$ cat config.mk
export PLATFORM = sky130hd
export DESIGN_NAME = pp_tag_fifo
export DESIGN_NICKNAME = d
export VERILOG_FILES = /design/src/rtl/pp_fifo_pkg.sv /design/src/rtl/pp_host_gate.sv /design/src/rtl/pp_fifo_store.sv /design/src/rtl/pp_fifo_thresh.sv /design/src/rtl/pp_tag_fifo.sv
export SDC_FILE = /design/constraint.sdc
export NUM_CORES = 1
export LEC_CHECK = 0
export CORE_AREA = 10 10 116 118
export CTS_CLUSTER_DIAMETER = 150
export DETAILED_ROUTE_END_ITERATION = 6
export DIE_AREA = 0 0 126 128
export PLACE_DENSITY = 0.9
export SKIP_LAST_GASP = 1
export SYNTH_ARGS = -nofsm -noshare
export SYNTH_HDL_FRONTEND = slang
export SYNTH_SLANG_ARGS = --single-unit
$ cat constraint.sdc
create_clock -name clk_i -period 4.9 [get_ports clk_i]
set_input_delay 1.47 -clock clk_i [delete_from_list [all_inputs] [get_ports clk_i]]
set_output_delay 1.47 -clock clk_i [all_outputs]
set_load 0.03 [all_outputs]
$ cat src/rtl/pp_fifo_pkg.sv
package pp_fifo_pkg;
  typedef enum logic [1:0] {
    SEL_CMD    = 2'd0,
    SEL_COMPAT = 2'd1,
    SEL_ECP    = 2'd2,
    SEL_TEST   = 2'd3
  } alias_e;

  localparam logic [2:0] MODE_COMPAT = 3'b010;
  localparam logic [2:0] MODE_ECP    = 3'b011;
  localparam logic [2:0] MODE_TEST   = 3'b110;
endpackage

$ cat src/rtl/pp_host_gate.sv
module pp_host_gate #(
  parameter int DW = 8
) (
  input  logic          clk_i,
  input  logic          rst_ni,
  input  logic [2:0]    mode_i,
  input  logic          dir_rev_i,
  input  logic [1:0]    sel_i,
  input  logic          wr_i,
  input  logic          rd_i,
  input  logic [DW-1:0] host_wdata_i,
  input  logic          per_push_i,
  input  logic [DW-1:0] per_pdata_i,
  input  logic          per_ptag_i,
  input  logic          per_pop_i,
  output logic          push_o,
  output logic          pop_o,
  output logic [DW:0]   push_entry_o,
  output logic          host_rd_ok_o,
  output logic          per_view_o
);
  import pp_fifo_pkg::*;

  alias_e sel;
  logic   test_m, ecp_m, compat_m, wr_ok, rd_ok, pp_push, pp_pop;

  assign sel      = alias_e'(sel_i);
  assign test_m   = (mode_i == MODE_TEST);
  assign ecp_m    = (mode_i == MODE_ECP);
  assign compat_m = (mode_i == MODE_COMPAT);

  always_comb begin
    wr_ok = 1'b0;
    rd_ok = 1'b0;
    unique case (sel)
      SEL_CMD:    wr_ok = ecp_m && !dir_rev_i;
      SEL_COMPAT: wr_ok = compat_m && !dir_rev_i;
      SEL_ECP: begin
        wr_ok = ecp_m && !dir_rev_i;
        rd_ok = ecp_m && dir_rev_i;
      end
      SEL_TEST: begin
        wr_ok = test_m;
        rd_ok = test_m;
      end
    endcase
    wr_ok = wr_ok && wr_i;
    rd_ok = rd_ok && rd_i;
  end

  // peripheral port idles in test mode
  assign pp_push    = per_push_i && dir_rev_i && !test_m;
  assign pp_pop     = per_pop_i && !dir_rev_i && !test_m;
  assign per_view_o = !dir_rev_i && !test_m;

  assign push_o       = wr_ok || pp_push;
  assign pop_o        = rd_ok || pp_pop;
  assign host_rd_ok_o = rd_ok;
  assign push_entry_o = wr_ok ? {(sel == SEL_CMD), host_wdata_i} : {per_ptag_i, per_pdata_i};

  a_r8_no_host_pop_fwd: assert property (@(posedge clk_i) disable iff (!rst_ni)
    (!dir_rev_i && !test_m) |-> !host_rd_ok_o);
  a_r7_test_idles_port: assert property (@(posedge clk_i) disable iff (!rst_ni)
    (test_m && !wr_i && !rd_i) |-> (!push_o && !pop_o));
endmodule

$ cat src/rtl/pp_fifo_store.sv
module pp_fifo_store #(
  parameter int DEPTH = 16,
  parameter int W     = 9,
  parameter int CW    = $clog2(DEPTH + 1)
) (
  input  logic          clk_i,
  input  logic          rst_ni,
  input  logic          push_i,
  input  logic [W-1:0]  wdata_i,
  input  logic          pop_i,
  output logic [W-1:0]  head_o,
  output logic          empty_o,
  output logic          full_o,
  output logic [CW-1:0] count_o
);
  localparam int AW = (DEPTH > 1) ? $clog2(DEPTH) : 1;
  localparam logic [AW-1:0] LAST = AW'(DEPTH - 1);

  logic [W-1:0]  mem_q [DEPTH];
  logic [AW-1:0] wr_ptr_q, rd_ptr_q;
  logic [CW-1:0] count_q;
  logic          do_push, do_pop;

  assign empty_o = (count_q == '0);
  assign full_o  = (count_q == CW'(DEPTH));
  assign do_push = push_i && !full_o;
  assign do_pop  = pop_i && !empty_o;
  assign head_o  = mem_q[rd_ptr_q];
  assign count_o = count_q;

  always_ff @(posedge clk_i) begin
    if (do_push) mem_q[wr_ptr_q] <= wdata_i;
  end

  always_ff @(posedge clk_i or negedge rst_ni) begin
    if (!rst_ni) begin
      wr_ptr_q <= '0;
      rd_ptr_q <= '0;
      count_q  <= '0;
    end else begin
      if (do_push) wr_ptr_q <= (wr_ptr_q == LAST) ? '0 : wr_ptr_q + 1'b1;
      if (do_pop)  rd_ptr_q <= (rd_ptr_q == LAST) ? '0 : rd_ptr_q + 1'b1;
      case ({do_push, do_pop})
        2'b10:   count_q <= count_q + 1'b1;
        2'b01:   count_q <= count_q - 1'b1;
        default: count_q <= count_q;
      endcase
    end
  end

  a_r3_no_overflow: assert property (@(posedge clk_i) disable iff (!rst_ni)
    count_q <= CW'(DEPTH));
  a_r3_full_holds: assert property (@(posedge clk_i) disable iff (!rst_ni)
    (full_o && !pop_i) |=> full_o);
  a_r4_empty_holds: assert property (@(posedge clk_i) disable iff (!rst_ni)
    (empty_o && !push_i) |=> empty_o);
  a_r4_no_underflow_move: assert property (@(posedge clk_i) disable iff (!rst_ni)
    (empty_o && !push_i) |=> $stable(rd_ptr_q));
endmodule

$ cat src/rtl/pp_fifo_thresh.sv
module pp_fifo_thresh #(
  parameter int DEPTH = 16,
  parameter int CW    = $clog2(DEPTH + 1),
  parameter int TW    = $clog2(DEPTH)
) (
  input  logic          clk_i,
  input  logic          rst_ni,
  input  logic          dir_rev_i,
  input  logic [CW-1:0] count_i,
  input  logic [TW-1:0] thresh_i,
  output logic          irq_o
);
  logic [CW-1:0] level;

  // forward watches free room, reverse watches fill
  assign level = dir_rev_i ? count_i : CW'(DEPTH) - count_i;
  assign irq_o = (level >= CW'(thresh_i));

  a_r9_fwd_empty_irq: assert property (@(posedge clk_i) disable iff (!rst_ni)
    (!dir_rev_i && count_i == '0) |-> irq_o);
  a_r10_rev_empty_quiet: assert property (@(posedge clk_i) disable iff (!rst_ni)
    (dir_rev_i && count_i == '0 && thresh_i != '0) |-> !irq_o);
endmodule

$ cat src/rtl/pp_tag_fifo.sv
module pp_tag_fifo #(
  parameter int DEPTH = 16,
  parameter int DW    = 8,
  parameter int TW    = $clog2(DEPTH)
) (
  input  logic          clk_i,
  input  logic          rst_ni,
  input  logic [2:0]    mode_i,
  input  logic          dir_rev_i,
  input  logic [TW-1:0] thresh_i,
  input  logic [1:0]    host_sel_i,
  input  logic          host_wr_i,
  input  logic          host_rd_i,
  input  logic [DW-1:0] host_wdata_i,
  output logic [DW-1:0] host_rdata_o,
  output logic          host_rtag_o,
  input  logic          per_push_i,
  input  logic [DW-1:0] per_pdata_i,
  input  logic          per_ptag_i,
  input  logic          per_pop_i,
  output logic [DW-1:0] per_pdata_o,
  output logic          per_ptag_o,
  output logic          empty_o,
  output logic          full_o,
  output logic          thresh_irq_o
);
  localparam int CW = $clog2(DEPTH + 1);
  localparam int EW = DW + 1;

  logic          push, pop, rd_ok, per_view;
  logic [EW-1:0] push_entry, head;
  logic [CW-1:0] count;

  pp_host_gate #(.DW(DW)) u_gate (
    .clk_i, .rst_ni, .mode_i, .dir_rev_i,
    .sel_i(host_sel_i), .wr_i(host_wr_i), .rd_i(host_rd_i),
    .host_wdata_i, .per_push_i, .per_pdata_i, .per_ptag_i, .per_pop_i,
    .push_o(push), .pop_o(pop), .push_entry_o(push_entry),
    .host_rd_ok_o(rd_ok), .per_view_o(per_view)
  );

  pp_fifo_store #(.DEPTH(DEPTH), .W(EW), .CW(CW)) u_store (
    .clk_i, .rst_ni, .push_i(push), .wdata_i(push_entry), .pop_i(pop),
    .head_o(head), .empty_o, .full_o, .count_o(count)
  );

  pp_fifo_thresh #(.DEPTH(DEPTH), .CW(CW), .TW(TW)) u_thresh (
    .clk_i, .rst_ni, .dir_rev_i, .count_i(count), .thresh_i, .irq_o(thresh_irq_o)
  );

  // undefined reads drive zero
  assign {host_rtag_o, host_rdata_o} = (rd_ok && !empty_o) ? head : '0;
  assign {per_ptag_o, per_pdata_o}   = (per_view && !empty_o) ? head : '0;

  a_r11_closed_read_zero: assert property (@(posedge clk_i) disable iff (!rst_ni)
    (host_rd_i && !rd_ok) |-> (host_rdata_o == '0 && !host_rtag_o));
  a_r4_empty_read_zero: assert property (@(posedge clk_i) disable iff (!rst_ni)
    empty_o |-> (host_rdata_o == '0 && per_pdata_o == '0));
  a_r3_flags_exclusive: assert property (@(posedge clk_i) disable iff (!rst_ni)
    !(empty_o && full_o));
endmodule

==> run_results.csv <==
group,metric,value,unit
sta,rsz0062_at_grt,"false",
grt,grt-ovfl-total,0,
pwr,p_per_area,544,mW/mm^2
sta,max_freq,214,MHz
floorplanning,ios,54,
route,drt-initial-drc-count,362,
route,routedWlPerCell,24.0,microns
sta,hold_viol_final,0,
logic_synthesis,synth-seq-cells,157,
logic_synthesis,ys_async_sr_fraction,8.28,%
finish,nets,488,
finish,num_antenna_cells,0,
clocking,clkLatencyLatePin,0.42,ns
sta,worstMarginPinSlew,0.721,ns
grt,grt_pass1_wl,22300,microns
sta,fin_skew,0.00574,ns
finish,syn_to_final_growth,18.7,%
route,dr.pass1.iters,5,
clocking,cts_repair_resize_count,2,
clocking,cts_setup_buffers,0,
logic_synthesis,yosys.area.top_type,"edfxtp_1",
sta,fin_crit,4.68,ns
critical_path,r2r-start,"u_store.count_o[0]",
run_status,status,"finished clean",
grt,track_usage,18.2,%
critical_path,required,3.43,ns
sta,whs,0.576,ns
finish,instances_no_fill,594,
critical_path,crit_type,"in -> out",
pwr,leakagePower,2.97,nW
flow_run,maxCapViolations,0,
placed_design,port_buffers,53,
logic_synthesis,synth_edf_count,144,
critical_path,critical_path.startpoint,"dir_rev_i",
floorplanning,fp-row-count,39,
clocking,root_buffer,"clkbuf_16",
logic_synthesis,ys_seq_area_share,68.2,%
critical_path,crit_end,"per_pdata_o[1]",
critical_path,setup.worst_path.start_class,"input pin",
critical_path,reg2reg_slack,1.36,ns
logic_synthesis,synthTopCellsByArea,"edfxtp_1, mux4_2, dfrtp_1, ha_1, mux2_2",
clocking,cts_buffers,17,
finish,final_common_cell,"edfxtp_1",
floorplanning,die_area,0.0161,sq mm
finish,fin_area,0.00809,sq mm
critical_path,endpoint_kind,"output port",
logic_synthesis,synthesis.nets,420,
logic_synthesis,yosys_warnings,0,
grt,grt_pass1_vias,3915,
clocking,cts_tree,"yes",
clocking,clock-sinks,157,
logic_synthesis,syn_inst,370,
route,postRouteAntennaNets,0,
clocking,clk_pin_slew,0.06,ns
placed_design,dp_cells,562,
route,wl,14300,microns
logic_synthesis,avgSynthCellArea,18.4,sq um
critical_path,cp_max_fo,9,
critical_path,critPathArrivalTime,3.21,ns
placed_design,placed_area,0.00751,sq mm
floorplanning,die_h,128,microns
sta,drv_slew,0,
placed_design,hpwl,9320,microns
clocking,cts_buffer_depth,2,
route,vias,3710,
critical_path,ff2ff_path_depth,15,
logic_synthesis,synth_top_area_share,63.5,%
finish,drive_above_1_share,25.3,%
floorplanning,initial_core_util,60.7,%
logic_synthesis,synth_area,0.00681,sq mm
sta,setup_viol,0,
logic_synthesis,synth_cell_types,45,
route,drt-vias-per-instance,6.25,
sta,relSlewSlack,51.8,%
clocking,holdBufCountCts,0,
grt,antenna_found_initial,0,
pwr,peakVddDrop,0.294,mV
floorplanning,coreArea,0.0112,sq mm
grt,grt_start_max_net_pins,29,
logic_synthesis,ys_dominant_reg_cell,"edfxtp_1",
sta,fin_crit_sh,95.5,%
route,drcViolationCount,0,
finish,final_cell_mix,"edfxtp_1, mux4_2, clkdlybuf4s50_1",
critical_path,reg2reg_to,"u_store.count_o[4]",
sta,fin_tns_setup,0,ns
floorplanning,die_w,126,microns
clocking,h-tree-depth,4,
placed_design,place_congestion,0.798,
min_path,hold_path.class,"reg -> reg",
==> worst max-delay path, stage by stage <==
cell and delay [ns]:
clkdlybuf4s50_1 0.43, buf_4 0.18, nor2_1 0.15, nand2_1 0.13, nor2_1 0.16, clkdlybuf4s50_1 0.69
==> worst min path at each step <==
| stage | start | slack [ns] | endpoint | cells past startpoint |
|---|---|---|---|---|
| after floorplan | u_store.count_o[3] | 0.52 | u_store.count_o[3] | 2 |
| after global placement | u_store.rd_ptr_q[2] | 0.53 | u_store.rd_ptr_q[2] | 1 |
| after detailed placement | u_store.rd_ptr_q[2] | 0.56 | u_store.rd_ptr_q[2] | 1 |
| after CTS | u_store.rd_ptr_q[2] | 0.57 | u_store.rd_ptr_q[2] | 1 |
| after global routing | u_store.rd_ptr_q[2] | 0.60 | u_store.rd_ptr_q[2] | 1 |
| final | u_store.rd_ptr_q[2] | 0.58 | u_store.rd_ptr_q[2] | 1 |
==> cell type report <==
| class | count | area [sq um] |
|---|---|---|
| multi-input cells | 186 | 2030 |
| clock buffers | 20 | 437 |
| well taps | 143 | 179 |
| clock inverters | 12 | 123 |
| fillers | 655 | 3140 |
| flip-flops and latches | 157 | 4650 |
| repair buffers | 64 | 619 |
| inverters | 12 | 45.0 |
==> where the power goes <==
part	total [mW]	switching [mW]	internal (mW)
Clock	1.24	0.499	0.743
Sequential	1.71	0.129	1.58
Combinational	1.45	0.770	0.676
Total	4.40	1.40	3.00
==> kinds of logic (layout without fill, tap and decap cells) <==
| family | Yosys count | count (layout) | synth area share, % |
|---|---|---|---|
| buf+inv | 27 | 108 | 1.89 |
| fa+ha+maj | 17 | 17 | 3.23 |
| flops | 157 | 157 | 68.2 |
| simple gates | 68 | 68 | 5.16 |
| mux | 50 | 50 | 14.2 |
| xor+xnor | 9 | 9 | 1.16 |
| compound gates | 42 | 42 | 6.10 |
==> flip-flops by register name, indices dropped and copies added, names as in the netlist <==
| name | flops |
|---|---|
| u_store.count_o | 5 |
| u_store.mem_q | 144 |
| u_store.wr_ptr_q | 4 |
| u_store.rd_ptr_q | 4 |
==> cells in the mapped netlist, types with 2 or more instances <==
cell type	number
and3_1	12
a21o_1	3
inv_1	12
a21oi_1	6
nand2_1	8
buf_2	4
edfxtp_1	144
xnor2_1	5
dfrtp_1	13
buf_6	2
xor2_1	4
ha_1	16
mux4_2	36
nand2b_1	2
buf_4	2
clkbuf_1	6
o21ai_0	3
and2_1	6
nor2_1	27
a41o_1	2
a221oi_2	9
nand3_1	2
mux2_2	14
nor2b_1	3
a22o_1	9
==> per-layer routing <==
metal | global-route usage (%) | part of all wire (%) | wire length, microns | vias up
li1 | - | - | - | 1632
met1 | 22.5 | 39 | 5590 | 1892
met2 | 29.9 | 52 | 7390 | 163
met3 | 4.71 | 7.3 | 1040 | 23
met4 | 7.50 | 1.7 | 240 | 0
met5 | 0 | 0 | 0 | -
==> stage by stage <==
stage | setup WS [ns] | power, mW | utilization [%]
6_report | 0.219 | 4.40 | 72.1
4_1_cts | 0.0295 | 4.41 | 71.9
2_1_floorplan | 0.782 | 2.77 | -
3_3_place_gp | -0.103 | 3.12 | 67.0
5_1_grt | 0.112 | 4.59 | 72.1
3_5_place_dp | -0.106 | 3.17 | 67.0
Note: power is estimated with default switching activity, not from simulation.
